===== src/rtl/srec_parser.sv =====
module srec_parser #(
  parameter bit ACCEPT_LOWER = 1'b1
) (
  input  logic        clk,
  input  logic        rst_n,
  input  logic        in_valid,
  input  logic [7:0]  in_char,
  output logic        in_ready,
  output logic        out_valid,
  output logic [15:0] out_addr,
  output logic [7:0]  out_data,
  output logic        rec_done,
  output logic [1:0]  rec_status
);

  localparam logic [1:0] ST_GOOD = 2'd0;
  localparam logic [1:0] ST_CSUM = 2'd1;
  localparam logic [1:0] ST_FMT  = 2'd2;
  localparam logic [1:0] ST_SKIP = 2'd3;
  localparam logic [7:0] CH_S    = 8'h53;
  localparam logic [7:0] CH_ONE  = 8'h31;

  typedef enum logic [1:0] {WAIT_S, GET_TYPE, GET_HI, GET_LO} state_t;

  state_t      state;
  logic [3:0]  hi_nib;
  logic [7:0]  len, idx, sum;
  logic [15:0] addr;
  logic        is_hex;
  logic [3:0]  nib;
  logic [7:0]  byte_in, sum_nx;

  assign in_ready = 1'b1;
  assign byte_in  = {hi_nib, nib};
  assign sum_nx   = sum + byte_in;

  always_comb begin
    is_hex = 1'b1;
    nib    = 4'd0;
    if (in_char >= 8'h30 && in_char <= 8'h39)
      nib = in_char[3:0];
    else if (in_char >= 8'h41 && in_char <= 8'h46)
      nib = in_char[3:0] + 4'd9;
    else if (ACCEPT_LOWER && in_char >= 8'h61 && in_char <= 8'h66)
      nib = in_char[3:0] + 4'd9;
    else
      is_hex = 1'b0;
  end

  always_ff @(posedge clk) begin
    if (!rst_n) begin
      state      <= WAIT_S;
      hi_nib     <= '0;
      len        <= '0;
      idx        <= '0;
      sum        <= '0;
      addr       <= '0;
      out_valid  <= 1'b0;
      out_addr   <= '0;
      out_data   <= '0;
      rec_done   <= 1'b0;
      rec_status <= ST_GOOD;
    end else begin
      out_valid <= 1'b0;
      rec_done  <= 1'b0;
      if (in_valid) begin
        case (state)
          WAIT_S: if (in_char == CH_S) state <= GET_TYPE;
          GET_TYPE: begin
            if (in_char == CH_ONE) begin
              state <= GET_HI;
              idx   <= '0;
              sum   <= '0;
            end else begin
              rec_done   <= 1'b1;
              rec_status <= ST_SKIP;
              state      <= WAIT_S;
            end
          end
          GET_HI: begin
            if (is_hex) begin
              hi_nib <= nib;
              state  <= GET_LO;
            end else begin
              rec_done   <= 1'b1;
              rec_status <= ST_FMT;
              state      <= WAIT_S;
            end
          end
          GET_LO: begin
            if (!is_hex) begin
              rec_done   <= 1'b1;
              rec_status <= ST_FMT;
              state      <= WAIT_S;
            end else begin
              state <= GET_HI;
              idx   <= idx + 8'd1;
              sum   <= sum_nx;
              if (idx == 8'd0) begin
                len <= byte_in;
                if (byte_in < 8'd3) begin
                  rec_done   <= 1'b1;
                  rec_status <= ST_FMT;
                  state      <= WAIT_S;
                end
              end else if (idx == 8'd1) begin
                addr[15:8] <= byte_in;
              end else if (idx == 8'd2) begin
                addr[7:0] <= byte_in;
              end else if (idx == len) begin
                rec_done   <= 1'b1;
                rec_status <= (sum_nx == 8'hFF) ? ST_GOOD : ST_CSUM;
                state      <= WAIT_S;
              end else begin
                out_valid <= 1'b1;
                out_addr  <= addr;
                out_data  <= byte_in;
                addr      <= addr + 16'd1;
              end
            end
          end
          default: state <= WAIT_S;
        endcase
      end
    end
  end

endmodule


===== config.mk =====
export PLATFORM = sky130hd
export DESIGN_NAME = srec_parser
export DESIGN_NICKNAME = d
export VERILOG_FILES = /design/src/rtl/srec_parser.sv
export SDC_FILE = /design/constraint.sdc
export NUM_CORES = 1
export LEC_CHECK = 0
export BUFFER_PORTS_ARGS = -buffer_cell sky130_fd_sc_hd__buf_2
export CAP_MARGIN = 40
export CORE_MARGIN = 3
export CORE_UTILIZATION = 45
export CTS_CLUSTER_DIAMETER = 200
export DETAILED_ROUTE_END_ITERATION = 10
export GPL_TIMING_DRIVEN = 0
export PLACE_DENSITY = 0.66
export SLEW_MARGIN = 20
export SYNTH_ARGS = -nofsm -noshare
export SYNTH_HDL_FRONTEND = slang
export SYNTH_SLANG_ARGS = --single-unit

===== constraint.sdc =====
create_clock -name clk -period 3 [get_ports clk]
set_input_delay 0.15 -clock clk [delete_from_list [all_inputs] [get_ports clk]]
set_output_delay 0.15 -clock clk [all_outputs]
set_load 0.01 [all_outputs]

==> results.md <==
- Avg WL per Cell: between 15 and 20 um
- Mapped Area: 4050 um2
- Crit path capture type: register
- Syn nets: 490
- Status: completed
- Initial DRC count: roughly 190
- Slowest cell on crit path: fa_2
- Final WL: around 10 mm
- Share of layout cells above drive strength 1: between 20% and 30%
- Sequential fraction of the synthesis area: between 30% and 40%
- Final max-slew violation count: 0
- Clock sinks: between 70 and 80
- Drt pass-1 iters: 5
- Switching power: 444 uW
- Area grow syn2layout: 15.3%
- CTS clock-pin slew for the worst setup and hold paths: ~0.08 ns
- Worst rel slew slack: between 50% and 60%
- Root buffer cell: clkbuf_8
- Synth Flop Type: dfxtp_1
- Comb power frac: 4.8%
- Cells after Synth: ~460
- Starting Density: a little under half
- Hpwl dp: between 7 and 8 mm
- Routed vias/inst: 5.70
- Global-route wire length before repair: roughly 17 mm
- Gpl congestion: ~0.86
- Number of global-route vias before repair: between 3k and 4k
- Clk buf depth: 2
- Hold crit path type: input port to register
- Fin worst setup slack: 0.107 ns
- Final Hold Fails: 0
- Synth Warn #: 0
- Clock latency at the later pin of the worst-skew pair: roughly 0.35 ns
- Diode count: 0
- CTS buffer count: 9
- DIE AREA: between 10000 and 15000 um2
- Critical Path RT: between 3 and 4 ns
- Int Pwr: between 1000 and 1500 uW
- Die height: approximately 100 um
- Yosys cell types: 64
- Largest net degree at the start of global routing: 14
- Worst-path cell chain: buf_2 > inv_1 > ha_2 > o21ba_2 > o21a_4 > nand2_1 > o21ai_2 > ha_2 > fa_2 > a21o_1 > a21oi_2 > o21ai_0 > a21oi_1 > xnor2_1 > a311o_1 > a211oi_2
- Synth top cells by count: dfxtp_1, nor2_1, nand2_1
- Post-layout util: a little under three fifths
- Grt ovf: 0
- CP peak stage delay: around 0.36 ns
- Post-synth top area share: between 30% and 40%
- CP Max Fanout: 7
- Tmin final: 2.89 ns
- Post-route clock period utilization: a little over nine tenths
- DRC: 0
- Number of port buffers: 37
- Ports: 40
- Setup violators final: 0
- Leak Pwr: 0.00172 uW
- CP Data Arrival Time: 3.16 ns
- Sum of negative setup slack: 0 ns
- Dpl cell area: around 4400 um2
- Sw frac: about a quarter
- Max-cap violations: 0
- Clk_skew: roughly 0.013 ns
- FFs w/ async S/R, synth: 0%
- Vias: around 3.6k
- Most numerous cell in the Yosys netlist: dfxtp_1
- Worst path most repeated cell: ha_2
- Worst vdd ir: between 0.2 and 0.25 mV
- Setup crit start kind: input port
- Gr usage total: a little over a fifth
- WS Path Type: input port to register
- Cts hold-fix bufs: 0
- Synth area leader: dfxtp_1
- Pre-CTS WS: -0.624 ns
- Post-Place Cells: between 600 and 700
- P per Cell Area: 400 nW/um2
- Worst-margin pin slew: ~0.7 ns
- Core ar.: ~8500 um2
- Synth area leaders: dfxtp_1, mux2i_1, nor2_1, ha_1, a21oi_1
- Post-synth EDFFs: 0
- Peak Freq: 346 MHz
- H-Tree Depth: 3
- Initial antenna violation count: 0
- Clock Power Share: 42.6%
- Antenna Nets Post-Route: 0
- CTS tree: yes
- Sequential share of power: a little over half
- Seq cells post-synth: between 70 and 80
- Final net count: between 500 and 600
- Chip width: between 100 and 150 um
- Avg Cell Area, Syn: about 8.7 um2
- Post-Layout Inst Area: around 4700 um2
- Row count: 33
- Post-Layout Cell Count: 623
## kinds of logic after synthesis
logic type               after synthesis  synth area share, %
XOR/XNOR                              24                 5.20
adder cells (fa/ha/maj)               16                 5.13
AO/OA/AOI/OAI                        104                 19.2
flip-flops                            74                 36.6
AND/OR/NAND/NOR                      172                 20.8
multiplexers                          30                 7.45
buffers and inverters                 42                 5.54
other                                  1               0.0927
## cells in the final DEF, fill, tap and decap left out, types with 4 or more instances in the layout
cell type | synthesis | layout
xnor2_1 | 15 | 15
nand3_1 | 22 | 22
xor2_1 | 9 | 9
o221a_2 | 4 | 4
o21ai_0 | 15 | 14
dfxtp_1 | 74 | 74
clkbuf_1 | 14 | 15
mux2i_1 | 29 | 29
nand2_1 | 36 | 36
inv_1 | 14 | 13
nand4_1 | 8 | 8
a21oi_1 | 28 | 25
ha_1 | 15 | 12
nor2_1 | 68 | 68
and4_1 | 5 | 5
o31ai_1 | 5 | 4
buf_2 | 6 | 42
nor3_1 | 5 | 5
and3_1 | 9 | 9
clkbuf_8 | 0 | 10
a211oi_2 | 4 | 5
a211oi_1 | 10 | 9
a22oi_1 | 9 | 8
## stage by stage
step,hold WS [ns],total power [uW]
after floorplan,0.266,1050
after global placement,0.446,1080
after detailed placement,0.449,1090
after CTS,0.0825,1880
after global routing,0.0960,1930
final,0.0891,1860
## final timing paths
path	cells past startpoint	slack [ns]	startpoint	to
setup / recovery	16	0.11	in_char[1]	rec_status[0]
hold reg to reg	2	0.46	sum[5]	sum[5]
setup reg to reg	9	0.34	idx[0]	rec_status[1]
hold / removal	3	0.09	in_valid	rec_done
## sequential cells by signal (all words and copies together), names as in the netlist, 2 cells and up
signal	flops
hi_nib	4
addr	16
idx	8
state	2
rec_status	2
len	8
sum	8
out_addr	16
out_data	8
## power by group through the flow
| stage | clock, uW | combinational (uW) | sequential (uW) |
|---|---|---|---|
| floorplan | 0 | 49.4 | 1000 |
| global placement | 0 | 80.2 | 1000 |
| detailed placement | 0 | 81.0 | 1000 |
| CTS | 811 | 85.9 | 981 |
| global route | 849 | 98.2 | 981 |
| finish | 793 | 90.0 | 981 |
## layout make-up
| type | count | area [um2] |
|---|---|---|
| sequential | 74 | 1480 |
| multi-input combinational | 347 | 2420 |
| timing repair buffer | 39 | 203 |
| clock inverter | 5 | 62.6 |
| tap | 105 | 131 |
| inverter | 15 | 56.3 |
| clock buffer | 11 | 141 |
| buffer | 27 | 168 |
| fill | 813 | 3800 |
## metal layers
layer  global-route usage (%)  vias to the layer above  wire length, um
met2                     35.4                      111             4890
met3                     5.54                       15              588
met4                     7.46                        0              171
met1                     26.3                     1666             4610
li1                         -                     1761                -
met5                        0                        -                0
## critical path, delay by kind of cell
family	cells	cell delay [ns]
AOI/OAI and AO/OA	9	1.78
xor gates and xnor gates	1	0.13
adders and majority gates	3	0.77
buffers and inverters	2	0.23
and+or+nand+nor	1	0.09
## repair_timing
| action | 4_1_cts | 5_1_grt |
|---|---|---|
| pin swaps | 3 | 2 |
| resized for setup | 8 | 13 |
| endpoints found under the setup margin | 2 | 3 |
| setup buffers | 2 | 0 |
Power figures use the tool's default switching activity.
